[src/rtl/wka_pkg.sv]
package wka_pkg;
   // Offsets kept because the driving software decodes them
   localparam int unsigned OFS_CTRL  = 32'h04;
   localparam int unsigned OFS_STAT  = 32'h0C;
   localparam int unsigned OFS_AMIN  = 32'h40;
   localparam int unsigned OFS_AHOUR = 32'h44;
   localparam int unsigned OFS_AWDAY = 32'h48;
   localparam int unsigned EN_BIT    = 4;
   localparam int unsigned PEND_BIT  = 0;
endpackage

[src/rtl/wka_regs.sv]
module wka_regs
   import wka_pkg::*;
#(
   parameter int ADDR_W    = 8,
   parameter int DATA_W    = 32,
   parameter int MIN_BITS  = 7,
   parameter int HOUR_BITS = 6,
   parameter int DAYS      = 7
) (
   input  logic                 clk,
   input  logic                 rst_n,
   input  logic                 we,
   input  logic [ADDR_W-1:0]    addr,
   input  logic [DATA_W-1:0]    wdata,
   input  logic                 pend_i,
   output logic [DATA_W-1:0]    rdata,
   output logic [MIN_BITS-1:0]  alm_min,
   output logic [HOUR_BITS-1:0] alm_hour,
   output logic [DAYS-1:0]      alm_days,
   output logic                 en,
   output logic                 clr
);
   localparam logic [ADDR_W-1:0] A_CTRL  = ADDR_W'(OFS_CTRL);
   localparam logic [ADDR_W-1:0] A_STAT  = ADDR_W'(OFS_STAT);
   localparam logic [ADDR_W-1:0] A_AMIN  = ADDR_W'(OFS_AMIN);
   localparam logic [ADDR_W-1:0] A_AHOUR = ADDR_W'(OFS_AHOUR);
   localparam logic [ADDR_W-1:0] A_AWDAY = ADDR_W'(OFS_AWDAY);

   logic unused_wdata;
   assign unused_wdata = ^wdata;

   always_ff @(posedge clk or negedge rst_n) begin
      if (!rst_n) begin
         alm_min  <= '0;
         alm_hour <= '0;
         alm_days <= '0;
         en       <= 1'b0;
      end else if (we) begin
         case (addr)
            A_AMIN:  alm_min  <= wdata[MIN_BITS-1:0];
            A_AHOUR: alm_hour <= wdata[HOUR_BITS-1:0];
            A_AWDAY: alm_days <= wdata[DAYS-1:0];
            A_CTRL:  en       <= wdata[EN_BIT];
            default: ;
         endcase
      end
   end

   assign clr = we && (addr == A_STAT) && wdata[PEND_BIT];

   always_comb begin
      rdata = '0;
      case (addr)
         A_AMIN:  rdata[MIN_BITS-1:0]  = alm_min;
         A_AHOUR: rdata[HOUR_BITS-1:0] = alm_hour;
         A_AWDAY: rdata[DAYS-1:0]      = alm_days;
         A_CTRL:  rdata[EN_BIT]        = en;
         A_STAT:  rdata[PEND_BIT]      = pend_i;
         default: ;
      endcase
   end
endmodule

[src/rtl/wka_match.sv]
module wka_match #(
   parameter int MIN_BITS  = 7,
   parameter int HOUR_BITS = 6,
   parameter int DAYS      = 7,
   parameter int WDAY_W    = 3,
   parameter bit MATCH_REG = 1'b0
) (
   input  logic                 clk,
   input  logic                 rst_n,
   input  logic                 tick,
   input  logic [MIN_BITS-1:0]  cur_min,
   input  logic [HOUR_BITS-1:0] cur_hour,
   input  logic [WDAY_W-1:0]    cur_wday,
   input  logic [MIN_BITS-1:0]  alm_min,
   input  logic [HOUR_BITS-1:0] alm_hour,
   input  logic [DAYS-1:0]      alm_days,
   output logic                 hit_tick
);
   logic [DAYS-1:0] day_hit;
   logic            hit_c;

   for (genvar d = 0; d < DAYS; d++) begin : g_day
      assign day_hit[d] = alm_days[d] && (cur_wday == WDAY_W'(d));
   end

   assign hit_c = tick && (cur_min == alm_min) && (cur_hour == alm_hour) && (|day_hit);

   if (MATCH_REG) begin : g_reg
      logic hit_q;
      always_ff @(posedge clk or negedge rst_n) begin
         if (!rst_n) hit_q <= 1'b0;
         else        hit_q <= hit_c;
      end
      assign hit_tick = hit_q;
   end else begin : g_comb
      logic unused_clk;
      assign unused_clk = clk ^ rst_n;
      assign hit_tick   = hit_c;
   end
endmodule

[src/rtl/wka_pend.sv]
module wka_pend (
   input  logic clk,
   input  logic rst_n,
   input  logic set,
   input  logic clr,
   input  logic en,
   output logic pend,
   output logic irq
);
   always_ff @(posedge clk or negedge rst_n) begin
      if (!rst_n)          pend <= 1'b0;
      else if (set && en)  pend <= 1'b1;
      else if (clr)        pend <= 1'b0;
   end

   assign irq = pend && en;
endmodule

[src/rtl/wkalarm_top.sv]
module wkalarm_top #(
   parameter int ADDR_W    = 8,
   parameter int DATA_W    = 32,
   parameter int MIN_BITS  = 7,
   parameter int HOUR_BITS = 6,
   parameter int DAYS      = 7,
   parameter int WDAY_W    = 3,
   parameter bit MATCH_REG = 1'b0
) (
   input  logic                 clk,
   input  logic                 rst_n,
   input  logic                 bus_we,
   input  logic [ADDR_W-1:0]    bus_addr,
   input  logic [DATA_W-1:0]    bus_wdata,
   output logic [DATA_W-1:0]    bus_rdata,
   input  logic [MIN_BITS-1:0]  cur_min,
   input  logic [HOUR_BITS-1:0] cur_hour,
   input  logic [WDAY_W-1:0]    cur_wday,
   input  logic                 min_tick,
   output logic                 irq
);
   localparam int MAX_OFS = 'h48;

   if (MIN_BITS < 7)                    begin : g_bad_min  $error("MIN_BITS must hold BCD 59");  end
   if (HOUR_BITS < 6)                   begin : g_bad_hour $error("HOUR_BITS must hold BCD 23"); end
   if (DAYS < 1 || DAYS > (1 << WDAY_W)) begin : g_bad_day $error("DAYS must fit WDAY_W");      end
   if (DATA_W < 8 || DATA_W < DAYS)     begin : g_bad_data $error("DATA_W too narrow");          end
   if ((1 << ADDR_W) <= MAX_OFS)        begin : g_bad_addr $error("ADDR_W too narrow");          end

   logic [MIN_BITS-1:0]  alm_min_w;
   logic [HOUR_BITS-1:0] alm_hour_w;
   logic [DAYS-1:0]      alm_days_w;
   logic                 en_w;
   logic                 clr_w;
   logic                 pend_w;
   logic                 hit_tick_w;

   wka_regs #(
      .ADDR_W(ADDR_W), .DATA_W(DATA_W), .MIN_BITS(MIN_BITS),
      .HOUR_BITS(HOUR_BITS), .DAYS(DAYS)
   ) u_regs (
      .clk(clk), .rst_n(rst_n), .we(bus_we), .addr(bus_addr), .wdata(bus_wdata),
      .pend_i(pend_w), .rdata(bus_rdata), .alm_min(alm_min_w), .alm_hour(alm_hour_w),
      .alm_days(alm_days_w), .en(en_w), .clr(clr_w)
   );

   wka_match #(
      .MIN_BITS(MIN_BITS), .HOUR_BITS(HOUR_BITS), .DAYS(DAYS),
      .WDAY_W(WDAY_W), .MATCH_REG(MATCH_REG)
   ) u_match (
      .clk(clk), .rst_n(rst_n), .tick(min_tick), .cur_min(cur_min), .cur_hour(cur_hour),
      .cur_wday(cur_wday), .alm_min(alm_min_w), .alm_hour(alm_hour_w),
      .alm_days(alm_days_w), .hit_tick(hit_tick_w)
   );

   wka_pend u_pend (
      .clk(clk), .rst_n(rst_n), .set(hit_tick_w), .clr(clr_w), .en(en_w),
      .pend(pend_w), .irq(irq)
   );
endmodule

[config.mk]
export PLATFORM = sky130hd
export DESIGN_NAME = wkalarm_top
export DESIGN_NICKNAME = d
export VERILOG_FILES = /design/src/rtl/wka_pkg.sv /design/src/rtl/wka_regs.sv /design/src/rtl/wka_match.sv /design/src/rtl/wka_pend.sv /design/src/rtl/wkalarm_top.sv
export SDC_FILE = /design/constraint.sdc
export NUM_CORES = 1
export LEC_CHECK = 0
export ABC_AREA = 0
export BUFFER_PORTS_ARGS = -buffer_cell sky130_fd_sc_hd__buf_2
export CORE_UTILIZATION = 47
export CTS_CLUSTER_DIAMETER = 50
export DETAILED_ROUTE_END_ITERATION = 7
export PLACE_DENSITY = 0.95
export SYNTH_ARGS = -nofsm -noshare
export SYNTH_HDL_FRONTEND = slang
export SYNTH_HIERARCHICAL = 1
export SYNTH_SLANG_ARGS = --single-unit
[constraint.sdc]
create_clock -name clk -period 2.2 [get_ports clk]
set_input_delay 0.22 -clock clk [delete_from_list [all_inputs] [get_ports clk]]
set_output_delay 0.22 -clock clk [all_outputs]
set_load 0.1 [all_outputs]
### Word level (Yosys, flattened, before mapping)

Cells that the tools add are included.
W data, S select, Z words.

| storage, ports and cells | value |
|---|---|
| register bits | 22 |
| bits of input ports | 60 |
| output and inout port bits | 33 |
| word-level logic and storage cells | 46 |

| operators by class | value |
|---|---|
| equality and inequality tests | 13 |
| mux-type cells | 7 |
| reduce and logical (&&, ||, !) cells | 21 |

Operators by type and width:

| cell | count |
|---|---|
| $eq A8 B7 Y1 const B | 3 |
| $logic_and A1 B1 Y1 | 14 |
| $eq A3 B3 Y1 const B | 3 |
| $pmux W3 S3 | 1 |
| $eq A8 B3 Y1 const B | 1 |
| $eq A8 B4 Y1 const B | 1 |
| $pmux W1 S4 | 2 |
| $reduce_and A2 Y1 | 4 |
| $eq A7 B7 Y1 | 1 |
| $reduce_or A7 Y1 | 1 |
| $eq A3 B2 Y1 const B | 2 |
| $eq A6 B6 Y1 | 1 |
| $eq A3 B1 Y1 const B | 1 |
| $logic_not A3 Y1 | 1 |
| $pmux W1 S3 | 1 |
| $mux W1 | 2 |
| $pmux W1 S2 | 1 |
| $reduce_bool A2 Y1 | 1 |

### Logic depth before layout (Yosys ltp)

Gate-level depths: netlist of run 1.

| depth | value |
|---|---|
| depth after elaboration | 6 |
| mapped depth | 6 |
| mapped depth without buffers | 6 |

### Cells and area by module

The synthesis of run 1 kept the hierarchy.

Modules (own cells, without submodules):

| module | instances | cells each | area an instance (sq um) | sequential area each (sq um) |
|---|---|---|---|---|
| wka_regs | 1 | 109 | 1295.0 | 525.5 |
| wka_match | 1 | 25 | 221.5 | 0.0 |
| wka_pend | 1 | 5 | 48.8 | 25.0 |

### Worst setup path after synthesis of run 1

No wires, ideal clock.

| timing path | value |
|---|---|
| path type | input to output |
| start point | input port bus_addr[1] |
| end point | output port bus_rdata[6] |
| arrival time | 2.849 ns |
| data required time | 1.980 ns |
| path slack | -0.869 ns |
| cell stages on the path | 2 |
| buffers on the path | 0 |
| cells stage by stage | or4b_4 -> nor3_1 |

| on the way | value |
|---|---|
| longest elaborated chain between the ends | 2 |
| elaborated cells between the ends (all ways) | 3 |
| those cells by class | eq/ne (2); mux (1) |

RTL lines:

| element | line | source |
|---|---|---|
| start, declared | wkalarm_top.sv:13 | `input logic [ADDR_W-1:0] bus_addr,` |
| $eq A8 B7 Y1 | wka_regs.sv:53 | `case (addr)` |
| $pmux W1 S2 (*) | wka_regs.sv:53 |  |
| end, declared | wkalarm_top.sv:15 | `output logic [DATA_W-1:0] bus_rdata,` |

Every way passes the cells marked *; elsewhere a longest branch is shown, timed or not.

### Worst setup path in the final report of run 1

Same ends and word-level chain as after synthesis.

==> results.txt, run 1 <==
The combinational share of power came out at 35.0%. The area growth from synthesis to layout is 21.58%. The count of endpoints failing setup in the final report came out at 0.

The worst path uses 78.43% of the clock period. The largest net degree at the start of global routing is 23. Summing the areas of all compound-gate instances in the mapped netlist gives 5.835% of the synthesized area. The worst relative slew slack is 66.17%. The tool flagged a number of max-cap violations equal to 0. After detailed routing, the number of remaining DRC violations is 0.

The initial standard-cell utilization of the core came out at 50.44%. The vertical extent of the die came out at 59.71 um. For this run, the total global-route usage over all layers was measured as 22.18%. The startpoint identified for the worst hold timing path is bus_wdata[6]. The HPWL after detailed placement is 2811 um. The floorplan step defined a die boundary enclosing 0.003565 mm^2. The total number of vias came out at 1,194. The relative contribution of sequential cells to total power is 46.0%. The post-route netlist has 51.34% of its cells at a drive strength greater than 1. The cell total after placement is 227.

The clock latency reported for the late side of the worst-skew pair came out at 0.30 ns. The library cells used most frequently in the layout, excluding fill and tap cells, are sky130_fd_sc_hd__buf_2 (36), sky130_fd_sc_hd__conb_1 (25), sky130_fd_sc_hd__dfrtp_1 (22). Pin placement for this block handled 93 I/O pins.

Of all flip-flops after synthesis, the portion carrying an async set or reset was 100.0%. The biggest area contributor in the post-synthesis netlist is sky130_fd_sc_hd__dfrtp_1. The area after detailed placement came out at 0.001871 mm^2.

The synthesized netlist devotes 7.274% of its cell area to XOR and XNOR gates. The worst-case IR drop observed on VDD is 0.0002771 V. The dominant synthesized flop cell is sky130_fd_sc_hd__dfrtp_1. The internal portion of total power is 561.4 uW.

The cell area after synthesis is 0.001565 mm^2. The initial detailed-routing violation count came out at 26. The multiplexer share of the synthesized area came out at 23.90%. The critical path is of the in2out type.

Final hold analysis gives a worst-case slack of 0.1561 ns. The repair_antennas step left the layout with diodes totalling 0. Of all nets on the critical path, the largest fanout is 3. The total power consumption of the routed design came out at 960.8 uW.

The run finished with clean final reports. The post-synthesis register bit count is 22. The mean instance size in the synthesized netlist came out at 11.26 um^2.

The analysis attributes to net switching a power of 399.4 uW. The area fraction of the dominant cell type after synthesis came out at 35.17%. The quantity of I/O buffers inserted on ports is 42. The most critical setup path has its startpoint at bus_addr[1]. The H-tree depth came out at 1.

The post-layout net count came out at 249. The via count of the first global-routing pass came out at 1,243. The max-slew violation total from the final report came out at 0. The total of warnings raised by yosys is 6.

The startpoint identified for the worst register-to-register timing path is u_regs/alm_hour[5]$_DFFE_PN0P_. Once the clock tree was built, the setup fixing pass inserted 0 buffers. The final instance count without filler cells came out at 231.

In the post-synthesis netlist, the biggest area contributors are sky130_fd_sc_hd__dfrtp_1 (35%), sky130_fd_sc_hd__mux2_2 (15%), sky130_fd_sc_hd__buf_4 (12%), sky130_fd_sc_hd__mux2_4 (6.7%), sky130_fd_sc_hd__xor2_1 (6.7%). The row count is 20. Leaving out fill and tap cells, the most frequent cell in the layout is sky130_fd_sc_hd__buf_2.

The horizontal extent of the die came out at 59.71 um. After clock tree synthesis, the flow added hold-fix buffers numbering 1. The part of the Yosys area used for sequential elements came out at 35.17%. TritonCTS built the clock tree.

The total iterations of the first detailed-routing run is 4. The number of sinks on the clock net came out at 22. The clock-pin slew on the worst setup and hold paths is 0.12 ns. The clock network burns 19.0% of the power.

The number of synthesized flops with an enable pin came out at 0. The arrival time reported for the critical path endpoint is 1.51 ns. The maximum frequency from static timing analysis is 579.5 MHz. The leakage power is 0.9618 nW. The number of buffers on the longest clock path came out at 2. The worst setup path is captured at a primary output. The routed length per placed instance came out at 15.83 um. The required time at the worst-slack endpoint is 1.98 ns. At the pin with the least slew margin, the transition time is 0.5075 ns. The total congestion overflow after global routing is 0. Setup repair after global routing left no endpoint under its margin.

In this run switching power makes up 41.57% of total power. After Yosys synthesis, and, or, nand and nor cells account for 13.91% of the synthesized area. The first-pass GRT wire length came out at 5733 um. The post-synthesis share of cell area spent on full adders, half adders and majority gates is 0%. The core outline area came out at 0.003103 mm^2. The sum of routed wire length over all layers came out at 3657 um.

The residual antenna-violating net count after detailed routing came out at 0. For the finished layout, the period the worst path requires is 1.726 ns. The post-synthesis cell type count is 36. The routability congestion estimate from global placement is 0.9061. The number of instances in the synthesized netlist is 139. The final instance area came out at 0.001903 mm^2. The number of hold violations in the final report is 0. Clock skew on the completed layout was measured at 0.002436 ns. Counting the fill cells in the layout gives 259. In this run, post-CTS repair resized a total of 0 instances.

The number of buffers created by CTS came out at 3. Dividing the detail-routed via count by the number of cells gives 5.169. The element type at the critical path start is an input port. The power density over cell area came out at 504.9 mW/mm^2. The tightest min-delay check is of the in2reg type.

The initial antenna violation count is 0. By area, the combinational part of the netlist is dominated by multiplexers. The root buffer cell chosen for the clock tree is sky130_fd_sc_hd__clkbuf_4.
==> per-stage QoR <==
stage	TNS, ns	util, %	setup slack [ns]
after floorplan	-0.06985	-	-0.06985
after global placement	0	60.28	0.2072
after detailed placement	0	60.28	0.1814
after CTS	0	61.33	0.4741
after global routing	0	61.33	0.4319
final	0	61.33	0.4745
==> metal layers <==
metal	vias to the layer above	wire, um	GRT usage [%]
li1	550	-	-
met4	0	64	8.306
met2	58	1871	38.57
met1	576	1544	28.45
met5	-	0	0
met3	10	177	2.165
==> cell usage after synthesis (2+ instances only) <==
library cell / count
sky130_fd_sc_hd__nor4_2: 2
sky130_fd_sc_hd__nand2_1: 3
sky130_fd_sc_hd__dfrtp_1: 22
sky130_fd_sc_hd__nand4_1: 2
sky130_fd_sc_hd__a32oi_1: 5
sky130_fd_sc_hd__mux2_2: 21
sky130_fd_sc_hd__or3_1: 2
sky130_fd_sc_hd__nor4b_1: 2
sky130_fd_sc_hd__inv_1: 2
sky130_fd_sc_hd__nor2b_1: 2
sky130_fd_sc_hd__mux2_4: 7
sky130_fd_sc_hd__nor3_1: 4
sky130_fd_sc_hd__buf_4: 25
sky130_fd_sc_hd__clkbuf_1: 2
sky130_fd_sc_hd__nor2_1: 6
sky130_fd_sc_hd__xor2_1: 12
==> final cells by class <==
type	instances	area, um^2	area share (%)
multi-input combinational	111	912.1	47.93
clock buffer	3	22.52	1.183
tap	44	55.05	2.893
sequential	22	550.5	28.93
inverter	2	7.507	0.3945
timing repair buffer	49	355.3	18.67
==> critical path: stages <==
cell,delay [ns]
sky130_fd_sc_hd__buf_2,0.12
sky130_fd_sc_hd__or4b_4,0.58
sky130_fd_sc_hd__nor3_2,0.15
sky130_fd_sc_hd__buf_2,0.44
==> sequential cells by signal, indices dropped and copies added, names as in the netlist <==
name             count
u_regs/alm_min       7
u_regs/en            1
u_pend/pend          1
u_regs/alm_hour      6
u_regs/alm_days      7
==> worst paths after layout <==
kind / to / slack [ns] / cells past startpoint
max reg2reg: u_pend/pend$_DFFE_PN0P_ / 0.57 / 6
max in group asynchronous: u_regs/alm_hour[2]$_DFFE_PN0P_ / 1.46 / 2
min: u_regs/alm_days[6]$_DFFE_PN0P_ / 0.16 / 2
min in group asynchronous: u_regs/alm_days[4]$_DFFE_PN0P_ / 0.41 / 2
max: bus_rdata[6] / 0.47 / 4
min reg2reg: u_regs/alm_days[3]$_DFFE_PN0P_ / 0.57 / 1
==> kinds of logic after synthesis <==
family | after synthesis
xor+xnor | 13
compound gates | 11
buf+inv | 30
mux | 30
flops | 22
other cells | 1
simple gates | 32
==> power groups by stage <==
stage               Clock [mW]  Combinational [mW]  Sequential [mW]
finish                   0.182               0.336            0.442
detailed placement           0               0.333            0.450
floorplan                    0               0.300            0.443
global placement             0               0.328            0.448
CTS                      0.183               0.335            0.442
global route             0.206               0.353            0.445
No activity file was read; power rests on OpenSTA's default activity.
==> inputs of run 2 (changes only) <==
--- a/config.mk
+++ b/config.mk
@@ -7,10 +7,10 @@
 export LEC_CHECK = 0
 export ABC_AREA = 0
 export BUFFER_PORTS_ARGS = -buffer_cell sky130_fd_sc_hd__buf_2
-export CORE_UTILIZATION = 47
+export CORE_UTILIZATION = 39
 export CTS_CLUSTER_DIAMETER = 50
 export DETAILED_ROUTE_END_ITERATION = 7
-export PLACE_DENSITY = 0.95
+export PLACE_DENSITY = 0.85
 export SYNTH_ARGS = -nofsm -noshare
 export SYNTH_HDL_FRONTEND = slang
 export SYNTH_HIERARCHICAL = 1
==> constraint.sdc (replaced) <==
create_clock -name clk -period 1.4 [get_ports clk]
set_input_delay 0.14 -clock clk [delete_from_list [all_inputs] [get_ports clk]]
set_output_delay 0.14 -clock clk [all_outputs]
set_load 0.1 [all_outputs]
==> results.txt, run 2 (synthesis results as in run 1) <==
The final reports fail on setup timing. The element type at the critical path start is a flop. The clock latency reported for the late side of the worst-skew pair came out at 0.26 ns. The logic depth of the worst register-to-register path came out at 6. Setup repair after global routing could not meet its margin everywhere. Subtracting the final worst setup slack from the clock period gives 1.624 ns.

In this run the count of I/O pins placed on the die edge is 93. For this run, the top clock speed supported by timing is 615.7 MHz. The slowest stage of the critical path belongs to the cell sky130_fd_sc_hd__dfrtp_1. Leaving out fill and tap cells, the most frequent cell in the layout is sky130_fd_sc_hd__buf_2. The worst-case IR drop observed on VDD is 0.0003700 V. The relative contribution of sequential cells to total power is 40.3%. The via count of the first global-routing pass came out at 1,274.

The required time at the worst-slack endpoint is 1.26 ns. The number of hold violations in the final report came to 0. The routed via count divided by cell count is 4.829. Tracing the worst setup path back leads to its startpoint at u_regs/alm_min[1]$_DFFE_PN0P_. In the layout the commonest cells are sky130_fd_sc_hd__buf_2 (30), sky130_fd_sc_hd__conb_1 (25), sky130_fd_sc_hd__dfrtp_1 (22). The number of sinks on the clock net is 22. From bottom edge to top edge, the die measures 65.35 um. The routed length on met2 came out at 2012 um. The max-cap check violation count came out at 0. TritonCTS built the clock tree. The end point of the critical path is bus_rdata[1]. The total power consumption of the routed design came out at 1.721 mW. After floorplanning, the core was divided into 22 placement rows. The area after detailed placement is 0.002146 mm^2.

The combinational share of power is 36.7%. The type of the worst min-delay path is in2reg. The fraction of final layout cells sized beyond drive strength 1 is 62.38%. The sum of routed wire length over all layers came out at 3919 um. STA puts the critical path data arrival time at 1.48 ns. The quantity of I/O buffers inserted on ports came out at 42. In this run the register-to-register setup slack is -0.15 ns. The endpoint of the worst register-to-register path is u_pend/pend$_DFFE_PN0P_.

Entering global routing, the biggest net connects 23 pins. The maximum clock skew at final layout came out at 0.004168 ns. The detailed router finished its first iteration with 46 violations.

Counting tap cells, the placed design contains a total of 252 instances. The final instance area came out at 0.002369 mm^2. For this run, the number of standard cells in the final layout without fillers is 258.

The number of buffers on the longest clock path came out at 2. The final antenna diode count is 0. In the final routing, the length of wire on met1 measures 1718 um. The count of nets left with antenna violations once routing finished came out at 0. The count of endpoints failing setup in the final report is 22.

In this run the horizontal extent of the chip is 65.35 um. At the end of the flow, the number of nets in the layout was 272. The initial standard-cell utilization of the core is 41.81%. Power spread over the standard cell area amounts to 726.7 mW/mm^2.

The total iterations of the first detailed-routing run is 4. In the final layout, the registers with the most flip-flops are u_regs/alm_days (7), u_regs/alm_min (7), u_regs/alm_hour (6). CTS built an H-tree with a depth of 1.

The clock-pin slew on the worst setup and hold paths came out at 0.08 ns. The first global-routing pass estimated 6113 um of wire. For this run, the slowest stage of the critical path takes 0.40 ns. Global routing used 19.19% of the available tracks across all layers. After detailed routing, the number of remaining DRC violations is 0.

Summed over all layers, the global routing overflow is 0. The top layer reached by signal wires is met4. The routed length per placed instance came out at 15.19 um.

The routability congestion estimate from global placement came out at 0.9154. The internal portion of total power came out at 1.046 mW. STA classifies the critical path endpoint as a primary output.

Net switching is 39.25% of the power. The total die area is 0.004271 mm^2. Detailed routing inserted a total of 1,246 vias.

The clock root buffer is sky130_fd_sc_hd__clkbuf_8. The HPWL after detailed placement is 3042 um. The signal on the critical path passes through buf_6 > mux2_4 > a32oi_2 > nor2_4 > buf_12.

The maximum fanout along the worst path is 2. The post-route clock period utilization is 116.0%. The max-slew violation total from the final report came out at 0. The routed length on met3 came out at 152 um. In this run the power spent charging and discharging nets is 675.6 uW. The post-synthesis to final-layout area growth came out at 51.32%. The startpoint of the lowest-slack register-to-register path is u_regs/alm_hour[5]$_DFFE_PN0P_. The worst setup path category is reg2out. The number of buffers created by CTS came out at 3. The analysis attributes to cell leakage a power of 1.202 nW. The part of the total power dissipated in the clock network is 23.0%. The run finished, with violations left. The core outline area is 0.003744 mm^2.

The post-layout worst setup margin came out at -0.2242 ns. The initial antenna violation count is 0.
-- run 2: changes by cell type in the layout (fill, tap and decap cells not counted), sizes merged --
cell / delta
buf: +23
-- run 2: worst min-delay path by stage --
stage | startpoint | to | slack [ns] | cells past startpoint
after floorplan | rst_n | u_pend/pend$_DFFE_PN0P_ | -0.16 | 0
after global placement | rst_n | u_regs/alm_min[2]$_DFFE_PN0P_ | 0.13 | 1
after detailed placement | rst_n | u_regs/alm_min[2]$_DFFE_PN0P_ | 0.13 | 1
after CTS | bus_wdata[6] | u_regs/alm_min[6]$_DFFE_PN0P_ | 0.13 | 2
after global routing | bus_wdata[6] | u_regs/alm_days[6]$_DFFE_PN0P_ | 0.13 | 2
final | bus_wdata[3] | u_regs/alm_days[3]$_DFFE_PN0P_ | 0.14 | 2
-- run 2: metrics by stage --
| step | util, % | TNS [ns] | setup slack (ns) | hold WS (ns) |
|---|---|---|---|---|
| global route | 63.27 | -2.267 | -0.2832 | 0.1302 |
| floorplan | - | -3.244 | -0.2582 | -0.1556 |
| detailed placement | 57.32 | -6.635 | -0.3808 | 0.1341 |
| finish | 63.27 | -1.728 | -0.2242 | 0.1373 |
| CTS | 62.50 | -1.891 | -0.2310 | 0.1336 |
| global placement | 57.32 | -6.175 | -0.3508 | 0.1327 |
-- run 2: layout make-up --
class	instances	area, um^2
multi-input combinational	111	1084
fill	299	1375
timing repair buffer	72	625.6
clock buffer	3	41.29
sequential	22	550.5
inverter	2	7.507
tap	48	60.06
-- run 2: metal layers --
| layer | vias to the layer above | track usage (%) |
|---|---|---|
| met5 | - | 0 |
| met4 | 0 | 4.891 |
| met3 | 3 | 1.736 |
| met2 | 42 | 32.86 |
| met1 | 604 | 25.82 |
| li1 | 597 | - |
-- run 2: worst max-delay path: cells and delay by family (launching register included) --
kind / cells / cell delay [ns]
flops: 1 / 0.40
buf+inv: 2 / 0.28
mux: 1 / 0.27
compound gates: 1 / 0.21
simple gates: 1 / 0.06
-- run 2: power groups by stage --
| stage | clock network (mW) | registers (mW) | logic (mW) |
|---|---|---|---|
| after global routing | 0.441 | 0.697 | 0.658 |
| after detailed placement | 0 | 0.704 | 0.588 |
| final | 0.397 | 0.693 | 0.632 |
| after floorplan | 0 | 0.696 | 0.483 |
| after global placement | 0 | 0.701 | 0.581 |
| after CTS | 0.405 | 0.692 | 0.622 |
-- run 2: what timing repair did --
item                       in CTS  in global routing
resized for setup              26                  8
hold endpoints to repair       22                  0
pin swaps                      13                  1
hold buffers                    1                  0
setup endpoints to repair      23                 22
setup buffers                   3                  0
gates cloned                    0                  0
==> inputs of run 3 (changes only) <==
--- a/config.mk
+++ b/config.mk
@@ -7,6 +7,7 @@
 export LEC_CHECK = 0
 export ABC_AREA = 0
 export BUFFER_PORTS_ARGS = -buffer_cell sky130_fd_sc_hd__buf_2
+export CORE_MARGIN = 4
 export CORE_UTILIZATION = 39
 export CTS_CLUSTER_DIAMETER = 50
 export DETAILED_ROUTE_END_ITERATION = 7
==> results.txt, run 3 (synthesis results as in run 1) <==
The maximum clock skew at final layout came out at 0.008520 ns. The horizontal extent of the die is 71.35 um. The combinational share of power came out at 33.5%. The aggregate negative setup slack is -1.933 ns.

The part of the total power dissipated in the clock network came out at 31.0%. The number of hold violations in the final report was 0. The maximum frequency from static timing analysis came out at 588.3 MHz. The total number of vias came out at 1,336.

The final instance area is 0.002449 mm^2. The footprint of the multi-input gates is 0.001099 mm^2. The quantity of I/O buffers inserted on ports came out at 42.

Fill cells in the final layout number 279. The switching portion of total power came out at 36.24%. The element type at the critical path start is a flop.

The number of instances on the worst hold path is 2. The type of the worst min-delay path is in2reg. The flow ran to the end, but the final reports show violations.

The relative contribution of sequential cells to total power came out at 35.5%. The first-pass GRT wire length came out at 6886 um. The library cells used most frequently in the layout, excluding fill and tap cells, are sky130_fd_sc_hd__buf_2 (31), sky130_fd_sc_hd__conb_1 (25), sky130_fd_sc_hd__buf_4 (24). The HPWL after detailed placement is 3149 um.

The final antenna diode count is 0. In this run the number of H-tree levels came out at 1. The endpoint of the worst register-to-register path is u_pend/pend$_DFFE_PN0P_. VDD sags by at most 0.0007188 V. The routed via count divided by cell count is 5.061. The final reports fail on setup timing. In this run the standard cell core region covers 0.003771 mm^2. The signal on the critical path passes through xor2_1 > nor4_2 > nand4_1 > a2111oi_2 > nand2_1 > o21ai_2. The setup check on the worst reg-to-reg path leaves a slack of -0.30 ns.

In the final layout, the registers with the most flip-flops are u_regs/alm_days (7), u_regs/alm_min (7), u_regs/alm_hour (6). 93 I/O pins were placed. The residual antenna-violating net count after detailed routing is 0.

The area after detailed placement came out at 0.002111 mm^2. The post-layout worst setup margin is -0.2997 ns. STA classifies the critical path endpoint as a flop. The startpoint identified for the worst register-to-register timing path is u_regs/alm_hour[5]$_DFFE_PN0P_. TritonCTS built the clock tree.

The via count of the first global-routing pass is 1,393. The power density over cell area came out at 797.0 mW/mm^2. The number of buffers on the longest clock path came out at 2. The number of buffers created by CTS came out at 3.

The routed length on met2 is 2354 um. The initial utilization of the core area, before any placement, comes to 41.51%. The arrival time reported for the critical path endpoint came out at 1.91 ns. The logic depth of the worst register-to-register path is 6.

The post-synthesis to final-layout area growth came out at 56.43%. The initial antenna violation count is 0. For hold timing, the worst endpoint is u_regs/alm_days[5]$_DFFE_PN0P_.

In this run the static leakage power is 1.259 nW. For this design the total switching power over the nets is 707.2 uW. The routed length per placed instance is 17.33 um.

The routability congestion estimate from global placement came out at 0.9563. In the final layout, the share of cells above drive strength 1 is 63.89%. The total die area is 0.005091 mm^2. The count of endpoints failing setup in the final report came out at 22.

The max-cap check violation count is 0. The total iterations of the first detailed-routing run came out at 4. The number of sinks on the clock net is 22. The total congestion overflow after global routing is 0.

The clock latency reported for the late side of the worst-skew pair came out at 0.27 ns. The total routing usage reported by global routing is 17.38%. The vertical extent of the die came out at 71.35 um. The internal portion of total power came out at 1.244 mW. Setup repair after global routing could not meet its margin everywhere. In this run the worst path has a maximum fanout of 2. The final critical-path required period came out at 1.700 ns.

Leaving out fill and tap cells, the most frequent cell in the layout is sky130_fd_sc_hd__buf_2. The cell sitting at the root of the clock tree is a sky130_fd_sc_hd__clkbuf_8. The sequential standard cell area is 550.5 um^2. The largest stage delay on the critical path came out at 0.41 ns.

By startpoint and endpoint, the worst setup path is classified as reg2reg. In the detailed route, the total length drawn on met3 is 381 um. The sum of routed wire length over all layers is 4574 um.

The worst hold path begins at bus_wdata[5]. The total routed wire length on the met1 layer is 1812 um. The slowest stage of the critical path is the sky130_fd_sc_hd__dfrtp_1 cell. The max-slew violation total from the final report is 0. The clock-pin slew on the worst setup and hold paths is 0.09 ns. The detailed router used layers up to and including met4. The initial detailed-routing violation count came out at 76.

The largest net degree at the start of global routing came out at 23. Of the available clock period, the critical path in the final layout requires 121.4%. For the worst setup path, the data required time is 1.61 ns. The post-layout net count came out at 277.

The number of design rule violations left after detail routing is 0. The row count came out at 22.
==> run 3: cell types whose count changed in the layout (fill, tap and decap cells not counted) <==
cell	previous run	this run
sky130_fd_sc_hd__a32oi_1	1	0
sky130_fd_sc_hd__a32oi_4	0	1
sky130_fd_sc_hd__buf_2	30	31
sky130_fd_sc_hd__buf_4	20	24
sky130_fd_sc_hd__bufinv_16	0	1
sky130_fd_sc_hd__mux2_2	13	11
sky130_fd_sc_hd__mux2_4	15	17
sky130_fd_sc_hd__nand2_2	1	0
sky130_fd_sc_hd__nand2_4	0	1
sky130_fd_sc_hd__nor4b_2	0	1
sky130_fd_sc_hd__nor4b_4	2	1
sky130_fd_sc_hd__o21ai_2	1	2
sky130_fd_sc_hd__o21ai_4	1	0
==> run 3: worst max-delay path, delay by kind of cell (launching register included) <==
kind	cells	cell delay (ns)
DFF	1	0.41
AOI/OAI and AO/OA	2	0.39
xor gates and xnor gates	1	0.16
and+or+nand+nor	3	0.67
==> run 3: power groups by stage <==
stage	Clock [mW]	Sequential, mW	Combinational [mW]
global route	0.641	0.696	0.681
floorplan	0	0.696	0.483
finish	0.605	0.693	0.654
CTS	0.613	0.691	0.620
global placement	0	0.702	0.572
detailed placement	0	0.704	0.579
==> run 3: worst max-delay path by stage <==
stage	startpoint	to	slack [ns]	depth (start not counted)
2_1_floorplan	bus_addr[1]	bus_rdata[6]	-0.26	2
3_3_place_gp	bus_addr[1]	u_regs/alm_days[5]$_DFFE_PN0P_	-0.35	5
3_5_place_dp	bus_addr[1]	u_regs/alm_days[1]$_DFFE_PN0P_	-0.38	5
4_1_cts	u_regs/alm_min[3]$_DFFE_PN0P_	bus_rdata[3]	-0.25	5
5_1_grt	u_regs/alm_min[0]$_DFFE_PN0P_	u_pend/pend$_DFFE_PN0P_	-0.32	6
6_report	u_regs/alm_hour[5]$_DFFE_PN0P_	u_pend/pend$_DFFE_PN0P_	-0.30	6
==> run 3: area by class of cell <==
class / instances / share of cell area (%)
well taps: 48 / 2.453
clock inverters: 1 / 1.226
flip-flops and latches: 22 / 22.48
clock buffers: 3 / 1.686
repair buffers: 77 / 26.98
inverters: 2 / 0.3066
multi-input cells: 111 / 44.86
==> run 3: repair_timing <==
action | 4_1_cts | 5_1_grt
hold buffers | 1 | 0
endpoints found under the hold margin | 22 | 0
setup endpoints to repair | 22 | 23
setup buffers | 6 | 5
pin swaps | 20 | 10
resized for setup | 26 | 12
==> run 3: metrics by stage <==
stage	instances	utilization (%)	hold slack [ns]	power, mW	setup slack [ns]
CTS	260	62.74	0.1262	1.924	-0.2463
global placement	249	55.97	0.1365	1.273	-0.3511
finish	264	64.93	0.1292	1.951	-0.2997
detailed placement	249	55.97	0.1350	1.283	-0.3771
global route	264	64.93	0.1302	2.018	-0.3185
floorplan	163	-	-0.1556	1.179	-0.2582
==> run 3: per-layer routing <==
| metal | vias up | GRT usage, % |
|---|---|---|
| li1 | 608 | - |
| met2 | 65 | 30.10 |
| met1 | 659 | 22.51 |
| met3 | 4 | 3.927 |
| met4 | 0 | 2.714 |
| met5 | - | 0 |
